**src/rtl/snc_pkg.sv**
```systemverilog
package snc_pkg;
   typedef enum logic [1:0] {
      ST_INV = 2'b00,
      ST_SHR = 2'b01,
      ST_MOD = 2'b10
   } line_st_t;

   typedef enum logic [1:0] {
      CMD_IDLE   = 2'b00,
      CMD_RDMISS = 2'b01,
      CMD_INVAL  = 2'b10,
      CMD_WBACK  = 2'b11
   } bus_cmd_t;
endpackage

```
**src/rtl/snc_array.sv**
```systemverilog
module snc_array
   import snc_pkg::*;
#(
   parameter int INDEX_W = 2,
   parameter int TAG_W   = 14,
   parameter int DATA_W  = 32,
   localparam int LINES  = 1 << INDEX_W
) (
   input  logic               clk,
   input  logic               rst_n,
   input  logic               upd_en,
   input  logic [INDEX_W-1:0] upd_idx,
   input  logic [TAG_W-1:0]   upd_tag,
   input  line_st_t           upd_st,
   input  logic               upd_data_en,
   input  logic [DATA_W-1:0]  upd_data,
   input  logic [INDEX_W-1:0] a_idx,
   output logic [TAG_W-1:0]   a_tag,
   output line_st_t           a_st,
   output logic [DATA_W-1:0]  a_data,
   input  logic [INDEX_W-1:0] b_idx,
   output logic [TAG_W-1:0]   b_tag,
   output line_st_t           b_st,
   output logic [DATA_W-1:0]  b_data,
   output line_st_t           st_vec [LINES]
);
   logic [TAG_W-1:0]  tag_w  [LINES];
   logic [DATA_W-1:0] data_w [LINES];

   for (genvar g = 0; g < LINES; g++) begin : g_line
      localparam logic [INDEX_W-1:0] MY_IDX = INDEX_W'(g);
      line_st_t          st_r;
      logic [TAG_W-1:0]  tag_r;
      logic [DATA_W-1:0] data_r;
      always_ff @(posedge clk) begin
         if (!rst_n) begin
            st_r   <= ST_INV;
            tag_r  <= '0;
            data_r <= '0;
         end else if (upd_en && upd_idx == MY_IDX) begin
            st_r  <= upd_st;
            tag_r <= upd_tag;
            if (upd_data_en) data_r <= upd_data;
         end
      end
      assign st_vec[g] = st_r;
      assign tag_w[g]  = tag_r;
      assign data_w[g] = data_r;
   end

   assign a_tag  = tag_w[a_idx];
   assign a_st   = st_vec[a_idx];
   assign a_data = data_w[a_idx];
   assign b_tag  = tag_w[b_idx];
   assign b_st   = st_vec[b_idx];
   assign b_data = data_w[b_idx];
endmodule

```
**src/rtl/snc_snoop.sv**
```systemverilog
module snc_snoop
   import snc_pkg::*;
#(
   parameter int ADDR_W  = 16,
   parameter int INDEX_W = 2,
   parameter int DATA_W  = 32,
   localparam int TAG_W  = ADDR_W - INDEX_W
) (
   input  logic               clk,
   input  logic               rst_n,
   input  logic               snp_valid,
   input  logic [1:0]         snp_cmd,
   input  logic [ADDR_W-1:0]  snp_addr,
   input  logic [TAG_W-1:0]   line_tag,
   input  line_st_t           line_st,
   input  logic [DATA_W-1:0]  line_data,
   output logic [INDEX_W-1:0] snp_idx,
   output logic               snp_hit,
   output logic               snp_supply,
   output logic               mem_abort,
   output logic [DATA_W-1:0]  snp_data,
   output logic               upd_en,
   output line_st_t           upd_st
);
   logic dirty_rd;

   assign snp_idx    = snp_addr[INDEX_W-1:0];
   assign snp_hit    = snp_valid && line_st != ST_INV
                       && line_tag == snp_addr[ADDR_W-1:INDEX_W];
   assign dirty_rd   = snp_hit && snp_cmd == CMD_RDMISS && line_st == ST_MOD;
   assign snp_supply = dirty_rd;
   assign mem_abort  = dirty_rd;
   assign snp_data   = dirty_rd ? line_data : '0;

   always_comb begin
      upd_en = 1'b0;
      upd_st = line_st;
      if (snp_hit && snp_cmd == CMD_INVAL) begin
         upd_en = 1'b1;
         upd_st = ST_INV;
      end else if (dirty_rd) begin
         upd_en = 1'b1;
         upd_st = ST_SHR;
      end
   end

   AST_ABORT_NEEDS_SNOOP: assert property (@(posedge clk) disable iff (!rst_n)
      mem_abort |-> snp_valid && snp_cmd == CMD_RDMISS) else $error("abort without read miss");
endmodule

```
**src/rtl/snc_cpu_ctrl.sv**
```systemverilog
module snc_cpu_ctrl
   import snc_pkg::*;
#(
   parameter int ADDR_W  = 16,
   parameter int INDEX_W = 2,
   parameter int DATA_W  = 32,
   localparam int TAG_W  = ADDR_W - INDEX_W
) (
   input  logic               cpu_req,
   input  logic               cpu_we,
   input  logic [ADDR_W-1:0]  cpu_addr,
   input  logic [DATA_W-1:0]  cpu_wdata,
   output logic [DATA_W-1:0]  cpu_rdata,
   output logic               cpu_ready,
   input  logic [TAG_W-1:0]   line_tag,
   input  line_st_t           line_st,
   input  logic [DATA_W-1:0]  line_data,
   input  logic               snp_busy,
   output logic               bus_req,
   input  logic               bus_gnt,
   output bus_cmd_t           bus_cmd,
   output logic [ADDR_W-1:0]  bus_addr,
   output logic [DATA_W-1:0]  bus_wdata,
   input  logic [DATA_W-1:0]  bus_rdata,
   output logic [INDEX_W-1:0] cpu_idx,
   output logic               upd_en,
   output logic [TAG_W-1:0]   upd_tag,
   output line_st_t           upd_st,
   output logic               upd_data_en,
   output logic [DATA_W-1:0]  upd_data
);
   logic [TAG_W-1:0] req_tag;
   logic             hit;
   logic             local_ok;

   assign cpu_idx  = cpu_addr[INDEX_W-1:0];
   assign req_tag  = cpu_addr[ADDR_W-1:INDEX_W];
   assign hit      = line_st != ST_INV && line_tag == req_tag;
   assign local_ok = hit && (!cpu_we || line_st == ST_MOD);

   always_comb begin
      cpu_ready   = 1'b0;
      cpu_rdata   = line_data;
      bus_req     = 1'b0;
      bus_cmd     = CMD_IDLE;
      bus_addr    = '0;
      bus_wdata   = '0;
      upd_en      = 1'b0;
      upd_tag     = line_tag;
      upd_st      = line_st;
      upd_data_en = 1'b0;
      upd_data    = cpu_wdata;
      if (cpu_req && local_ok) begin
         if (!snp_busy) begin
            cpu_ready = 1'b1;
            if (cpu_we) begin
               upd_en      = 1'b1;
               upd_st      = ST_MOD;
               upd_data_en = 1'b1;
            end
         end
      end else if (cpu_req) begin
         bus_req = 1'b1;
         if (hit) begin
            bus_cmd  = CMD_INVAL;
            bus_addr = cpu_addr;
         end else if (line_st == ST_MOD) begin
            bus_cmd   = CMD_WBACK;
            bus_addr  = {line_tag, cpu_idx};
            bus_wdata = line_data;
         end else begin
            bus_cmd  = CMD_RDMISS;
            bus_addr = cpu_addr;
         end
         if (bus_gnt) begin
            upd_en = 1'b1;
            unique case (bus_cmd)
               CMD_INVAL: begin
                  upd_st      = ST_MOD;
                  upd_data_en = 1'b1;
                  cpu_ready   = 1'b1;
               end
               CMD_WBACK: upd_st = ST_INV;
               default: begin
                  upd_st      = ST_SHR;
                  upd_tag     = req_tag;
                  upd_data_en = 1'b1;
                  upd_data    = bus_rdata;
                  cpu_ready   = !cpu_we;
                  cpu_rdata   = bus_rdata;
               end
            endcase
         end
      end
   end
endmodule

```
**src/rtl/snoop_cache.sv**
```systemverilog
module snoop_cache
   import snc_pkg::*;
#(
   parameter int ADDR_W  = 16,
   parameter int DATA_W  = 32,
   parameter int INDEX_W = 2
) (
   input  logic              clk,
   input  logic              rst_n,
   input  logic              cpu_req,
   input  logic              cpu_we,
   input  logic [ADDR_W-1:0] cpu_addr,
   input  logic [DATA_W-1:0] cpu_wdata,
   output logic [DATA_W-1:0] cpu_rdata,
   output logic              cpu_ready,
   output logic              bus_req,
   input  logic              bus_gnt,
   output logic [1:0]        bus_cmd,
   output logic [ADDR_W-1:0] bus_addr,
   output logic [DATA_W-1:0] bus_wdata,
   input  logic [DATA_W-1:0] bus_rdata,
   input  logic              snp_valid,
   input  logic [1:0]        snp_cmd,
   input  logic [ADDR_W-1:0] snp_addr,
   output logic              snp_supply,
   output logic [DATA_W-1:0] snp_data,
   output logic              mem_abort
);
   localparam int LINES = 1 << INDEX_W;
   localparam int TAG_W = ADDR_W - INDEX_W;

   if (INDEX_W < 1 || INDEX_W >= ADDR_W) begin : g_bad_index
      $error("INDEX_W must be at least 1 and below ADDR_W");
   end
   if (DATA_W < 1) begin : g_bad_data
      $error("DATA_W must be positive");
   end

   logic [INDEX_W-1:0] cpu_idx, snp_idx;
   logic [TAG_W-1:0]   a_tag, b_tag, c_tag;
   line_st_t           a_st, b_st, c_st, s_st, u_st;
   logic [DATA_W-1:0]  a_data, b_data, c_data;
   logic               c_en, c_den, s_en, snp_hit;
   line_st_t           st_vec [LINES];
   bus_cmd_t           cmd_e;

   logic               u_en, u_den;
   logic [INDEX_W-1:0] u_idx;
   logic [TAG_W-1:0]   u_tag;

   // snoop updates take priority; the CPU path is stalled in snoop cycles
   assign u_en  = s_en || c_en;
   assign u_idx = s_en ? snp_idx : cpu_idx;
   assign u_tag = s_en ? b_tag   : c_tag;
   assign u_st  = s_en ? s_st    : c_st;
   assign u_den = s_en ? 1'b0    : c_den;
   assign bus_cmd = cmd_e;

   snc_array #(.INDEX_W(INDEX_W), .TAG_W(TAG_W), .DATA_W(DATA_W)) u_array (
      .clk(clk), .rst_n(rst_n),
      .upd_en(u_en), .upd_idx(u_idx), .upd_tag(u_tag), .upd_st(u_st),
      .upd_data_en(u_den), .upd_data(c_data),
      .a_idx(cpu_idx), .a_tag(a_tag), .a_st(a_st), .a_data(a_data),
      .b_idx(snp_idx), .b_tag(b_tag), .b_st(b_st), .b_data(b_data),
      .st_vec(st_vec)
   );

   snc_snoop #(.ADDR_W(ADDR_W), .INDEX_W(INDEX_W), .DATA_W(DATA_W)) u_snoop (
      .clk(clk), .rst_n(rst_n),
      .snp_valid(snp_valid), .snp_cmd(snp_cmd), .snp_addr(snp_addr),
      .line_tag(b_tag), .line_st(b_st), .line_data(b_data),
      .snp_idx(snp_idx), .snp_hit(snp_hit), .snp_supply(snp_supply),
      .mem_abort(mem_abort), .snp_data(snp_data),
      .upd_en(s_en), .upd_st(s_st)
   );

   snc_cpu_ctrl #(.ADDR_W(ADDR_W), .INDEX_W(INDEX_W), .DATA_W(DATA_W)) u_ctrl (
      .cpu_req(cpu_req), .cpu_we(cpu_we), .cpu_addr(cpu_addr),
      .cpu_wdata(cpu_wdata), .cpu_rdata(cpu_rdata), .cpu_ready(cpu_ready),
      .line_tag(a_tag), .line_st(a_st), .line_data(a_data),
      .snp_busy(snp_valid),
      .bus_req(bus_req), .bus_gnt(bus_gnt), .bus_cmd(cmd_e),
      .bus_addr(bus_addr), .bus_wdata(bus_wdata), .bus_rdata(bus_rdata),
      .cpu_idx(cpu_idx),
      .upd_en(c_en), .upd_tag(c_tag), .upd_st(c_st),
      .upd_data_en(c_den), .upd_data(c_data)
   );

   AST_SNOOP_INV_CLEARS: assert property (@(posedge clk) disable iff (!rst_n)
      (snp_hit && snp_cmd == CMD_INVAL) |=> st_vec[$past(snp_idx)] == ST_INV) else $error("invalidate ignored");
   AST_SUPPLY_TO_SHARED: assert property (@(posedge clk) disable iff (!rst_n)
      snp_supply |=> st_vec[$past(snp_idx)] == ST_SHR) else $error("supplier not shared");
   AST_WRITE_LEAVES_MOD: assert property (@(posedge clk) disable iff (!rst_n)
      (cpu_ready && cpu_we) |=> st_vec[$past(cpu_idx)] == ST_MOD) else $error("write not modified");
   AST_FILL_SHARED: assert property (@(posedge clk) disable iff (!rst_n)
      (bus_gnt && bus_req && cmd_e == CMD_RDMISS) |=> st_vec[$past(cpu_idx)] == ST_SHR) else $error("fill not shared");
   AST_WBACK_FREES: assert property (@(posedge clk) disable iff (!rst_n)
      (bus_gnt && bus_req && cmd_e == CMD_WBACK) |=> st_vec[$past(cpu_idx)] == ST_INV) else $error("victim kept");
   AST_NO_READY_IN_SNOOP: assert property (@(posedge clk) disable iff (!rst_n)
      snp_valid |-> !cpu_ready) else $error("cpu completed in snoop cycle");
endmodule

```
**config.mk**
```make
export PLATFORM = sky130hd
export DESIGN_NAME = snoop_cache
export DESIGN_NICKNAME = d
export VERILOG_FILES = /design/src/rtl/snc_pkg.sv /design/src/rtl/snc_array.sv /design/src/rtl/snc_snoop.sv /design/src/rtl/snc_cpu_ctrl.sv /design/src/rtl/snoop_cache.sv
export SDC_FILE = /design/constraint.sdc
export NUM_CORES = 1
export LEC_CHECK = 0
export BUFFER_PORTS_ARGS = -buffer_cell sky130_fd_sc_hd__buf_2
export CAP_MARGIN = 15
export CORE_UTILIZATION = 60
export DETAILED_ROUTE_END_ITERATION = 8
export HOLD_SLACK_MARGIN = 0.15
export PLACE_DENSITY = 0.87
export SLEW_MARGIN = 0
export SYNTH_ARGS = -nofsm -noshare
export SYNTH_HDL_FRONTEND = slang
export SYNTH_SLANG_ARGS = --single-unit
export TNS_END_PERCENT = 10
```
**constraint.sdc**
```tcl
create_clock -name clk -period 7 [get_ports clk]
set_clock_uncertainty 0.2 [all_clocks]
set_input_delay 1.4 -clock clk [delete_from_list [all_inputs] [get_ports clk]]
set_output_delay 1.4 -clock clk [all_outputs]
set_load 0.1 [all_outputs]
```
Yosys cells after proc, flatten, opt, wreduce, memory -nomap -nowiden
Cells that the tools add are included.
{"block": "word_totals", "ff_bits": 192, "latchBits": 0, "mem_bits_rw": 0, "mem_bits_ro": 0, "in_bits": 104, "out_inout_bits": 118, "memories": 0}
{"block": "classes", "addsub": 0, "mul": 0, "div": 0, "order_cmp": 2, "n_eq_ne": 11, "shifts": 0, "n_mux": 75, "bitwise": 2, "n_reduce_logical": 23}
{"operator": "32-bit two-way mux", "n": 17}
{"operator": "32-bit binary-select mux with 2-bit select", "n": 2}
{"operator": "14-bit two-way mux", "n": 9}
{"operator": "16-bit two-way mux", "n": 4}
{"operator": "14-bit binary-select mux with 2-bit select", "n": 2}
{"operator": "2-bit two-way mux", "n": 19}
{"operator": "14-bit equality test", "n": 2}
{"operator": "1-bit two-way mux", "n": 18}
{"operator": "2-bit equality test, second input constant", "n": 7}
{"operator": "1-bit logical AND", "n": 12}
{"operator": "2-bit binary-select mux with 2-bit select", "n": 2}
{"operator": "2-bit AND reduction", "n": 4}
{"operator": "3-bit greater-or-equal comparator, second input constant", "n": 2}
{"operator": "2-bit NOT with 3-bit output", "n": 2}
{"operator": "2-bit by 1-bit equality test with 1-bit output, second input constant", "n": 2}
{"operator": "2-bit case mux with 2 select lines", "n": 1}
{"operator": "2-bit nonzero test", "n": 2}
{"operator": "2-bit logical NOT", "n": 1}
{"operator": "1-bit logical OR", "n": 2}
{"operator": "1-bit case mux with 2 select lines", "n": 1}
{"operator": "2-bit OR reduction", "n": 1}
{"operator": "1-bit logical NOT", "n": 1}

Longest topological paths before layout
{"block": "logic_depth", "depth_word": 16, "depth_mapped": 14, "ltp_nobuf": 8}

Cells and area by module
A second synthesis with hierarchy kept.
{"block": "hier_totals", "hier_cells": 1156, "hier_area_um2": 12194.2}
{"mod": "snc_array", "n_inst": 1, "cells_per_inst": 798, "area_per_inst_um2": 9262.6, "seq_area_each_um2": 3843.7}
{"mod": "snc_cpu_ctrl", "n_inst": 1, "cells_per_inst": 229, "area_per_inst_um2": 1855.5, "seq_area_each_um2": 0.0}
{"mod": "snc_snoop", "n_inst": 1, "cells_per_inst": 107, "area_per_inst_um2": 770.7, "seq_area_each_um2": 0.0}
{"mod": "snoop_cache", "n_inst": 1, "cells_per_inst": 22, "area_per_inst_um2": 305.3, "seq_area_each_um2": 0.0}

Worst setup path after synthesis
Ideal clock, no wire load.
{"block": "synth_timing", "path_type": "input port to output port", "startpoint": "in cpu_addr[1]", "endpoint": "out bus_addr[10]", "arrival_time_ns": 5.005, "required_time_ns": 5.400, "path_slack_ns": 0.395, "stages": 11, "n_path_buf": 4, "path_cell_list": "buf_2 > buf_1 > mux4_2 > xnor2_1 > o2111ai_1 > nor4_4 > clkbuf_1 > nor2_1 > clkbuf_1 > nand2_1 > a21oi_1"}
{"block": "synth_via", "elab_chain_cells": 9, "word_cells_on_any_way": 18, "classes_between": "eq/ne: 2; mux: 10; bitwise: 1; reduce/logical: 5"}
{"item": "from (decl)", "line_no": "snoop_cache.sv:12", "rtl": "input logic [ADDR_W-1:0] cpu_addr,"}
{"item": "2-bit NOT with 3-bit output (implied by the code) (*)", "line_no": "snc_array.sv:51, snc_array.sv:52"}
{"item": "14-bit binary-select mux with 2-bit select / 2-bit binary-select mux with 2-bit select (equally long branches)", "line_no": "snc_array.sv:51, snc_array.sv:52"}
{"item": "14-bit two-way mux (implied by the code) / 2-bit two-way mux (equally long branches) (2 in series)", "line_no": "snc_array.sv:51, snc_array.sv:52"}
{"item": "14-bit equality test (tied with other cells)", "line_no": "snc_cpu_ctrl.sv:38", "rtl": "assign hit = line_st != ST_INV && line_tag == req_tag;"}
{"item": "1-bit logical AND (tied with other cells)", "line_no": "snc_cpu_ctrl.sv:38"}
{"item": "16-bit two-way mux / 1-bit logical AND (equally long branches)", "line_no": "snc_cpu_ctrl.sv:64, snc_cpu_ctrl.sv:39"}
{"item": "16-bit two-way mux / 1-bit logical AND (equally long branches)", "line_no": "snc_cpu_ctrl.sv:62, snc_cpu_ctrl.sv:53"}
{"item": "16-bit two-way mux (*)", "line_no": "snc_cpu_ctrl.sv:53", "rtl": "if (cpu_req && local_ok) begin"}
{"item": "to (decl)", "line_no": "snoop_cache.sv:19", "rtl": "output logic [ADDR_W-1:0] bus_addr,"}
Every way passes the cells marked *; elsewhere a longest branch is shown, timed or not. The select of a mux whose other input is x is not followed.

Final worst setup path
{"block": "layout_timing", "startpoint": "in cpu_addr[0]", "endpoint": "out bus_addr[15]"}
The elaborated chain is that of the path after synthesis.

==> flow_metrics.py <==
metrics = {
    "power_and_ir_drop": {
        "static-leakage-power_nw": 6.88,
        "ir_worst_vdd_mv": 0.169,
        "seq_power_share_pct": 43.2,
        "p_sw_share_pct": 30.6,
        "combPwrFrac_pct": 19.6,
        "total_switching_power_uw": 810,
        "pwr-share-clk_pct": 37.2,
        "cellInternalPower_mw": 1.84,
        "powerDensity_mw_per_mm2": 186,
    },
    "worst_setup_path": {
        "cp_slowest_cell": "nor4_4",
        "timing.critical_path.from_type": "primary input",
        "path_cells": "buf_4 > mux4_2 > xnor2_1 > o2111ai_1 > nor4_4 > nand2_1 > nand2_1 > a21oi_1 > buf_2",
        "worstPathMaxFanout": 29,
        "worst-setup-path-type": "in -> out",
        "end_kind": "output port",
        "worst_path_largest_cell_delay_ns": 0.73,
        "critPathRequiredTime_ns": 5.40,
        "crit_arrival_ns": 4.83,
        "cpMostUsedCell": "nand2_1",
    },
    "cts": {
        "cts-root-to-sink-buffers": 2,
        "cts_tree": "done",
        "clock_sinks": 192,
        "clock_tree.root_cell": "clkbuf_16",
        "clock_insertion_delay_at_the_later_pin_of_the_skew_report_ns": 0.44,
        "inserted_clock_buffers": 17,
        "clk_pin_slew_worst_paths_ns": 0.07,
        "postCtsSetupRepairBufs": 0,
        "h_tree_level_count": 4,
        "post_cts.resized_instances": 0,
        "postCtsHoldBufs": 0,
    },
    "yosys": {
        "synthAdderAreaFrac_pct": 0,
        "yosys.cell_types.count": 39,
        "ys.warnings.count": 0,
        "synth_async_sr_flop_share_pct": 0,
        "synthMuxAreaShare_pct": 30.8,
        "mappedNetlistArea_sq_mm": 0.0115,
        "post_synth_top_area_share_pct": 33.5,
        "synth_edf_count": 0,
        "main_synth_ff_type": "dfxtp_1",
        "ys_seq_elements": 192,
        "synth-seq-area-share_pct": 33.5,
        "synth-simple-area-share_pct": 12.7,
        "synth_most_common_cell": "nand2_1",
        "synth_xor_area_share_pct": 2.21,
        "post_synth.cell_area_avg_sq_um": 10.5,
        "synth_area_leaders": "dfxtp_1 (34%), mux4_2 (19%), o211a_1 (11%), mux2i_1 (8.8%), nand2_1 (7.3%)",
        "postSynthNetCount": 1199,
        "largest_family_of_logic_cells_by_synthesized_area": "multiplexers",
        "synth_common_cells": "nand2_1 (222), dfxtp_1 (192), o211a_1 (128)",
        "yosysTopAreaCell": "dfxtp_1",
        "syn_inst": 1095,
        "synth_compound_area_share_pct": 16.1,
    },
    "cells_and_area": {
        "syn2layout_area_growth_pct": 24.1,
        "nFillCells": 1097,
        "fin_nets": 1352,
        "layout-drive-gt1-share_pct": 33.0,
        "multi_input_gate_area_in_the_final_layout_sq_mm": 0.00712,
        "seqCellArea_sq_mm": 0.00384,
    },
    "route": {
        "final_routed_wire_length_divided_by_cell_count_um": 22.2,
        "detail-route-antenna-nets": 0,
        "drc": 0,
        "num_vias": 10100,
        "vias_per_cell": 6.71,
        "final_wirelength_um": 33300,
        "detail_route.first_pass.iterations": 7,
        "drt-initial-drc-count": 1107,
    },
    "timing": {
        "final-setup-viol-count": 0,
        "tns_ns": 0,
        "period_share_pct": 91.9,
        "worst-slew-pin-transition_ns": 1.09,
        "final.min_clock_period_ns": 6.43,
        "final.hold.worst_slack_ns": 0.277,
        "drv_slew": 0,
        "setup_repair_after_global_routing_missed_its_margin": "false",
        "report.final.hold_viol_count": 0,
        "slew-limit-headroom_pct": 27.0,
        "fmax_mhz": 155,
    },
    "floorplanning": {
        "i_o_pin_total": 222,
        "floorplan.core_area_sq_mm": 0.0187,
        "die_area_sq_mm": 0.0197,
        "initial_utilization_pct": 61.3,
        "die_w_um": 140,
        "core.rowCount": 50,
        "chipHeight_um": 140,
    },
    "global_route": {
        "maximum_number_of_pins_on_one_net_before_global_route_repair": 149,
        "grtUsageMet1_pct": 41.3,
        "grt_pass1_vias": 9993,
        "grt-busiest-layer": "met2",
        "routing_usage_on_met2_pct": 58.0,
        "number_of_antenna_violations_at_the_first_check_in_global_routing": 2,
        "grtUsageTotal_pct": 34.2,
        "grt_first_pass_wirelength_um": 52400,
        "grt_overflow": 0,
        "grt_util_met3_pct": 5.40,
    },
    "run_status": {
        "run_status": "finished clean",
    },
    "place": {
        "dp_hpwl_um": 21200,
        "port_buffers": 221,
        "globalplace.congestion": 0.949,
    },
    "min_path": {
        "min_path_type": "reg -> reg",
    },
    "run": {
        "max-cap-violations": 0,
    },
}
placed cells by master, fill, tap and decap left out, types with 5 or more instances in the layout:
cell,count
mux2_2,32
nor2b_1,36
a21o_1,8
o211a_1,128
xnor2_1,15
mux4_2,96
o211ai_1,9
clkbuf_16,17
mux2i_1,101
inv_1,14
nand2b_1,5
a21oi_1,14
o2111ai_1,5
nand2_1,222
buf_4,21
o21ai_0,22
buf_2,151
o221ai_1,9
xor2_1,14
buf_12,69
dfxtp_1,192
and3_1,32
state kept, by name, indices dropped and copies added, names as in the netlist:
signal                 cells
u_array.g_line.data_r    128
u_array.g_line.tag_r      56
u_array.g_line.st_r        8
worst max-delay path: cells and delay by family:
| kind | cells | cell delay (ns) |
|---|---|---|
| compound gates | 2 | 0.31 |
| mux | 1 | 0.63 |
| buf+inv | 2 | 0.77 |
| xor+xnor | 1 | 0.17 |
| simple gates | 3 | 1.52 |
through the flow:
| step | power (mW) | area, sq um | util [%] | worst slack, ns | cells |
|---|---|---|---|---|---|
| final | 2.65 | 14200 | 76.1 | 0.567 | 1498 |
| after global routing | 2.72 | 14200 | 76.1 | 0.370 | 1498 |
| after CTS | 2.65 | 14200 | 76.0 | 0.587 | 1495 |
| after detailed placement | 1.68 | 13600 | 72.8 | 0.606 | 1463 |
| after global placement | 1.67 | 13600 | 72.8 | 0.755 | 1463 |
| after floorplan | 1.52 | 11500 | - | 0.395 | 1095 |
logic make-up after synthesis:
| group | Yosys count |
|---|---|
| multiplexers | 229 |
| buffers and inverters | 122 |
| flip-flops | 192 |
| XOR/XNOR | 29 |
| AO/OA/AOI/OAI | 205 |
| AND/OR/NAND/NOR | 318 |
layer usage:
metal	wire length [um]	part of all wire [%]
met3	2390	7.2
met5	0	0
met2	16900	51
met1	12600	38
met4	1430	4.3
power by group through the flow:
stage               Combinational [mW]  Clock (mW)  Sequential [mW]
finish                           0.520       0.985             1.14
global route                     0.542        1.03             1.15
CTS                              0.518       0.987             1.14
detailed placement               0.513           0             1.17
global placement                 0.505           0             1.16
floorplan                        0.362           0             1.16
path summary, 6_finish.rpt:
| kind | from | to | slack [ns] | depth (start not counted) |
|---|---|---|---|---|
| max reg2reg | u_array.g_line[3].tag_r[5] | u_array.g_line[3].data_r[10] | 2.93 | 9 |
| min | u_array.g_line[1].tag_r[13] | u_array.g_line[1].tag_r[13] | 0.28 | 2 |
| max | cpu_addr[0] | bus_addr[15] | 0.57 | 9 |
| min reg2reg | u_array.g_line[1].tag_r[13] | u_array.g_line[1].tag_r[13] | 0.28 | 2 |
area by class of cell:
class	instances	area share, %
tap	234	2.06
timing repair buffer	242	16.2
antenna	3	0.0528
clock inverter	13	1.04
multi-input combinational	781	50.1
sequential	192	27.0
clock buffer	19	3.18
inverter	14	0.369
No activity file was read; power rests on OpenSTA's default activity.
